## config.mk

```make
export PLATFORM = sky130hd
export DESIGN_NAME = irqc_dualbank
export DESIGN_NICKNAME = d
export VERILOG_FILES = /design/src/rtl/irqc_pkg.sv /design/src/rtl/irqc_sync.sv /design/src/rtl/irqc_edge.sv /design/src/rtl/irqc_bank.sv /design/src/rtl/irqc_dualbank.sv
export SDC_FILE = /design/constraint.sdc
export NUM_CORES = 1
export LEC_CHECK = 0
export ABC_AREA = 0
export BUFFER_PORTS_ARGS = -buffer_cell sky130_fd_sc_hd__buf_2
export CORE_MARGIN = 3
export CORE_UTILIZATION = 57
export CTS_BUF_LIST = sky130_fd_sc_hd__clkbuf_8
export DETAILED_ROUTE_END_ITERATION = 10
export GPL_ROUTABILITY_DRIVEN = 0
export PLACE_DENSITY_LB_ADDON = 0.15
export SYNTH_ARGS = -nofsm -noshare
export SYNTH_HDL_FRONTEND = slang
export SYNTH_SLANG_ARGS = --single-unit
```

## constraint.sdc

```tcl
create_clock -name clk -period 1.2 [get_ports clk]
set_input_delay 0.06 -clock clk [delete_from_list [all_inputs] [get_ports clk]]
set_output_delay 0.06 -clock clk [all_outputs]
set_load 0.01 [all_outputs]
```

## src/rtl/irqc_pkg.sv

```systemverilog
`timescale 1ns/1ps
package irqc_pkg;
    localparam int REG_SEL_W = 3;

    typedef enum logic [REG_SEL_W-1:0] {
        RG_ENABLE   = 3'd0,
        RG_EDGE_POL = 3'd1,
        RG_PENDING  = 3'd2,
        RG_WAKE_EN  = 3'd3,
        RG_WAKE_POL = 3'd4
    } irqc_reg_e;

    typedef struct packed {
        logic                 wr;
        logic [REG_SEL_W-1:0] sel;
    } irqc_access_t;

    function automatic logic is_pending_write(irqc_access_t a);
        return a.wr && (a.sel == RG_PENDING);
    endfunction

    function automatic logic is_reg_write(irqc_access_t a, irqc_reg_e r);
        return a.wr && (a.sel == r);
    endfunction
endpackage

```

## src/rtl/irqc_sync.sv

```systemverilog
`timescale 1ns/1ps
module irqc_sync #(
    parameter int W      = 32,
    parameter int STAGES = 2
) (
    input  logic         clk,
    input  logic         rst,
    input  logic [W-1:0] async_in,
    output logic [W-1:0] sync_out
);
    logic [W-1:0] stage_q [STAGES];

    generate
        for (genvar s = 0; s < STAGES; s++) begin : g_stage
            always_ff @(posedge clk) begin
                if (rst) begin
                    stage_q[s] <= '0;
                end else if (s == 0) begin
                    stage_q[s] <= async_in;
                end else begin
                    stage_q[s] <= stage_q[(s == 0) ? 0 : s-1];
                end
            end
        end
    endgenerate

    assign sync_out = stage_q[STAGES-1];
endmodule

```

## src/rtl/irqc_edge.sv

```systemverilog
`timescale 1ns/1ps
module irqc_edge #(
    parameter int W = 32
) (
    input  logic         clk,
    input  logic         rst,
    input  logic [W-1:0] level,
    input  logic [W-1:0] int_pol,
    input  logic [W-1:0] wake_pol,
    output logic [W-1:0] int_edge,
    output logic [W-1:0] wake_edge
);
    // Level seen through each polarity; a 0->1 change is the edge.
    logic [W-1:0] int_view, wake_view;
    logic [W-1:0] int_prev_q, wake_prev_q;

    assign int_view  = level ^ int_pol;
    assign wake_view = level ^ wake_pol;

    always_ff @(posedge clk) begin
        if (rst) begin
            int_prev_q  <= '0;
            wake_prev_q <= '0;
        end else begin
            int_prev_q  <= int_view;
            wake_prev_q <= wake_view;
        end
    end

    assign int_edge  = int_view  & ~int_prev_q;
    assign wake_edge = wake_view & ~wake_prev_q;
endmodule

```

## src/rtl/irqc_bank.sv

```systemverilog
`timescale 1ns/1ps
module irqc_bank
    import irqc_pkg::*;
#(
    parameter int W = 32
) (
    input  logic         clk,
    input  logic         rst,
    input  irqc_access_t acc,
    input  logic [W-1:0] wdata,
    input  logic [W-1:0] int_edge,
    input  logic [W-1:0] wake_edge,
    output logic [W-1:0] int_pol,
    output logic [W-1:0] wake_pol,
    output logic [W-1:0] rdata,
    output logic         pend_hit,
    output logic         wake_hit,
    output logic         wen_hit,
    output logic         clr_hit
);
    logic [W-1:0] en_q, pol_q, pend_q, wen_q, wpol_q, wlat_q;
    logic [W-1:0] clr_mask;

    assign clr_hit  = is_pending_write(acc);
    assign clr_mask = clr_hit ? wdata : '0;

    always_ff @(posedge clk) begin
        if (rst) begin
            en_q   <= '0;
            pol_q  <= '0;
            pend_q <= '0;
            wen_q  <= '0;
            wpol_q <= '0;
            wlat_q <= '0;
        end else begin
            if (is_reg_write(acc, RG_ENABLE))   en_q   <= wdata;
            if (is_reg_write(acc, RG_EDGE_POL)) pol_q  <= wdata;
            if (is_reg_write(acc, RG_WAKE_EN))  wen_q  <= wdata;
            if (is_reg_write(acc, RG_WAKE_POL)) wpol_q <= wdata;
            // A new edge in the clearing cycle wins over the clear.
            pend_q <= (pend_q & ~clr_mask) | int_edge;
            wlat_q <= (wlat_q & ~clr_mask) | (wake_edge & wen_q);
        end
    end

    always_comb begin
        case (acc.sel)
            RG_ENABLE:   rdata = en_q;
            RG_EDGE_POL: rdata = pol_q;
            RG_PENDING:  rdata = pend_q;
            RG_WAKE_EN:  rdata = wen_q;
            RG_WAKE_POL: rdata = wpol_q;
            default:     rdata = '0;
        endcase
    end

    assign int_pol  = pol_q;
    assign wake_pol = wpol_q;
    assign pend_hit = |(pend_q & en_q);
    assign wake_hit = |wlat_q;
    assign wen_hit  = |wen_q;
endmodule

```

## src/rtl/irqc_dualbank.sv

```systemverilog
`timescale 1ns/1ps
module irqc_dualbank
    import irqc_pkg::*;
#(
    parameter  int BANK_W    = 32,
    parameter  int NUM_BANKS = 2,
    parameter  int SYNC_LEN  = 2,
    localparam int BANK_SEL_W = (NUM_BANKS > 1) ? $clog2(NUM_BANKS) : 1,
    localparam int ADDR_W     = REG_SEL_W + BANK_SEL_W,
    localparam int SRC_W      = BANK_W * NUM_BANKS
) (
    input  logic              clk,
    input  logic              rst,
    input  logic              bus_wr,
    input  logic [ADDR_W-1:0] bus_addr,
    input  logic [BANK_W-1:0] bus_wdata,
    output logic [BANK_W-1:0] bus_rdata,
    input  logic [SRC_W-1:0]  src_in,
    output logic              irq_out,
    output logic              wake_req
);
    logic [SRC_W-1:0]     src_sync;
    logic [BANK_W-1:0]    bank_rd [NUM_BANKS];
    logic [NUM_BANKS-1:0] pend_vec, wake_vec, wen_vec, clr_vec;
    logic [BANK_SEL_W-1:0] bank_idx;
    logic pend_any, wen_any, stat_wr_any;
    logic irq_q;

    assign bank_idx = bus_addr[ADDR_W-1:REG_SEL_W];

    irqc_sync #(.W(SRC_W), .STAGES(SYNC_LEN)) u_sync (
        .clk      (clk),
        .rst      (rst),
        .async_in (src_in),
        .sync_out (src_sync)
    );

    generate
        for (genvar b = 0; b < NUM_BANKS; b++) begin : g_bank
            irqc_access_t acc;
            logic [BANK_W-1:0] ipol, wpol, iedge, wedge;

            assign acc.wr  = bus_wr && (bank_idx == BANK_SEL_W'(b));
            assign acc.sel = bus_addr[REG_SEL_W-1:0];

            irqc_edge #(.W(BANK_W)) u_edge (
                .clk       (clk),
                .rst       (rst),
                .level     (src_sync[b*BANK_W +: BANK_W]),
                .int_pol   (ipol),
                .wake_pol  (wpol),
                .int_edge  (iedge),
                .wake_edge (wedge)
            );

            irqc_bank #(.W(BANK_W)) u_bank (
                .clk       (clk),
                .rst       (rst),
                .acc       (acc),
                .wdata     (bus_wdata),
                .int_edge  (iedge),
                .wake_edge (wedge),
                .int_pol   (ipol),
                .wake_pol  (wpol),
                .rdata     (bank_rd[b]),
                .pend_hit  (pend_vec[b]),
                .wake_hit  (wake_vec[b]),
                .wen_hit   (wen_vec[b]),
                .clr_hit   (clr_vec[b])
            );
        end
    endgenerate

    always_comb begin
        bus_rdata = '0;
        for (int b = 0; b < NUM_BANKS; b++) begin
            if (bank_idx == BANK_SEL_W'(b)) bus_rdata = bank_rd[b];
        end
    end

    assign pend_any    = |pend_vec;
    assign wen_any     = |wen_vec;
    assign stat_wr_any = |clr_vec;

    // A pending-register write forces one low cycle so the line re-pulses.
    always_ff @(posedge clk) begin
        if (rst)              irq_q <= 1'b0;
        else if (stat_wr_any) irq_q <= 1'b0;
        else                  irq_q <= pend_any;
    end

    assign irq_out  = irq_q;
    assign wake_req = |wake_vec;
endmodule

```

==> results.md <==
- Tot GR Track Use: 38.6%
- Cell count after placement: 3561
- Final wirelength: 88.0 mm
- Core Area: 0.0411 mm2
- Row cnt: 74
- Sequential-to-total area share from yosys stat: 53.6%
- Fin Clk Skew: 0.0216 ns
- Static leakage: 12.3 nW
- Grt total ovfl: 0
- Most common cell after layout, fill and taps aside: nand2_1
- Ports: 137
- Crit Path Class: register to primary output
- CP peak stage delay: 0.51 ns
- HP Class: input pin to register
- CP required: 1.14 ns
- Seq cells post-synth: 641
- Most frequent cells in the layout: nand2_1 (612), dfxtp_1 (560), a21oi_1 (348)
- Period minus WS final: 2.56 ns
- Drt pass-1 iters: 6
- Post-Syn Area per Cell: 8.73 um2
- H-Tree Depth: 3
- Layout cell share with drive strength beyond 1: 27.0%
- Pin count of the biggest net entering global routing: 65
- Vias in the first global route: 23.3k
- Post-Layout Cell Count: 3899
- Vert. Die Dim: 211 um
- Slowest CP cell: or4_4
- Achievable Freq: 390 MHz
- DIE WIDTH: 211 um
- Clock slew at reported path FFs: 0.06 ns
- Netlist cell types: 28
- IO buf count: 136
- Final Hold Fails: 0
- Period utilization: 214%
- DR vias: 23.2k
- Slew of the pin with the lowest slew margin: 0.587 ns
- Ys Warns: 0
- Global-route wire length before repair: 132 mm
- Maxcap violations: 0
- Initial antenna violation count: 3
- DP HPWL: 55.9 mm
- Diodes inserted: 0
- Synth-to-layout area growth: 35.8%
- Maximum VDD drop: 1.40 mV
- Initial core utilization: 58.2%
- Synth area leader: dfxtp_1
- CP Capture Type: primary output
- Synth top area share: 53.6%
- Crit start category: register
- Final setup fails: 411
- Critical Path AT: 2.50 ns
- Failing checks: setup timing
- Layout net count: 3395
- Area contributors post-synth: dfxtp_1 (54%), nand2_1 (9.6%), a21oi_1 (7.4%)
- Post-Syn Nets: 2842
- Max-slew headroom: 60.5%
- CTS max path bufs: 3
- Critical Path Most Common Cell: buf_6
- Status: finished, violations left
- CTS Buf Count: 101
- Final setup margin: -1.36 ns
- Sink Count: 641
- Clk_lat worst skew: 0.71 ns
- Cells after Synth: 2739
- PwrDens: 1390 mW/mm2
- Die Area: 0.0445 mm2
- DR iter-0 viols: 2667
- Root Buffer: clkbuf_8
- Crit path max fanout: 2
- WL per Instance: 22.6 um
- RSZ-0062 raised after global routing: yes
- Netlist Area Pre-Place: 0.0239 mm2
- Cell Chain, Critical Path: nor4_4 > buf_4 > nand4_1 > buf_6 > or4_4 > buf_6
- Vias per std cell: 5.95
- Post-route antenna net violation count: 0
- Setup TNS: -73.27 ns
- Max Slew Vio Count: 0
- CTS tree: yes
- # DRC: 0
[power breakdown]
part	switching (mW)	total (mW)	internal [mW]	leakage [nW]
clock network	8.68	18.8	10.1	1.18
logic	2.14	3.95	1.80	5.86
registers	0.453	22.4	21.9	5.26
total	11.3	45.1	33.8	12.3
[routing by layer]
layer / global-route usage [%] / part of all wire [%] / up-vias
met5: 0 / 0.031 / -
met4: 25.6 / 7.5 / 4
met3: 9.34 / 11 / 403
met2: 61.6 / 45 / 1470
met1: 46.6 / 36 / 10938
li1: - / - / 10397
[layout make-up]
cell class	count	area (um2)
Fill cell	2662	8610
Sequential cell	641	13000
Multi-Input combinational cell	1878	11100
Timing Repair Buffer	670	5740
Clock inverter	51	305
Tap cell	532	666
Clock buffer	127	1750
[flip-flops by register name, summed over array words and instances (netlist names)]
register	count
g_bank.u_bank.en_q	64
g_bank.u_bank.int_pol	64
g_bank.u_bank.pend_q	64
g_bank.u_bank.wake_pol	64
g_bank.u_bank.wen_q	64
g_bank.u_bank.wlat_q	64
g_bank.u_edge.int_prev_q	64
g_bank.u_edge.wake_prev_q	64
irq_out	1
u_sync.stage_q	128
[critical path: cells and delay by family, from the launching register on]
family	cells	cell delay, ns
AND/OR/NAND/NOR	3	0.97
flip-flops	1	0.33
buffers and inverters	3	0.51
[Yosys cell counts]
library cell	instances
buf_1	3
nor3b_1	64
nor2b_1	129
o31ai_1	64
a21oi_1	352
a22oi_1	76
buf_4	3
nor2_1	192
xnor2_1	128
and3b_1	1
and2_1	4
nand3_1	6
buf_2	57
a22o_1	42
nor3b_2	3
nand4_1	8
and3_1	37
dfxtp_1	641
clkbuf_1	157
nand2_1	612
nand3b_1	64
nor3_2	1
nor4_1	16
a31oi_1	32
and2_0	1
or4_1	1
nor3_1	2
a221oi_1	43
[final timing paths]
path,startpoint,endpoint,slack (ns),depth (start not counted)
max,g_bank[0].u_bank.wlat_q[25],wake_req,-1.36,6
min,src_in[49],u_sync.stage_q[0][49],0.1,3
max reg2reg,g_bank[0].u_bank.pend_q[26],irq_out,-0.31,7
min reg2reg,g_bank[0].u_edge.int_prev_q[6],g_bank[0].u_bank.pend_q[6],0.40,1
[metrics by stage]
step	power, mW	setup WS [ns]	instance area [um2]	hold slack [ns]	utilization, %
CTS	45.0	-1.30	32200	0.0561	78.4
finish	45.1	-1.36	32500	0.0994	79.0
global placement	25.9	-0.831	27900	0.267	67.9
global route	46.3	-1.41	32500	0.0905	79.0
detailed placement	26.0	-0.735	27900	0.272	67.9
floorplan	24.2	-0.0612	24100	0.188	-
[logic make-up (layout without fill, tap and decap cells)]
logic type / count (synthesis) / count (layout) / share of synthesized area, %
flip-flops: 641 / 641 / 53.6
AO/OA/AOI/OAI: 609 / 609 / 15.7
AND/OR/NAND/NOR: 1141 / 1141 / 22.2
buffers and inverters: 220 / 848 / 3.80
XOR/XNOR: 128 / 128 / 4.69
[what timing repair did]
item                       4_1_cts  5_1_grt
resized for setup              217       40
setup endpoints to repair       35      317
cloned                           0        1
hold endpoints to repair       536       56
pin swaps                       73       25
hold buffers                   113        1
buffers inserted                37       10
Note: power is estimated with default switching activity, not from simulation.
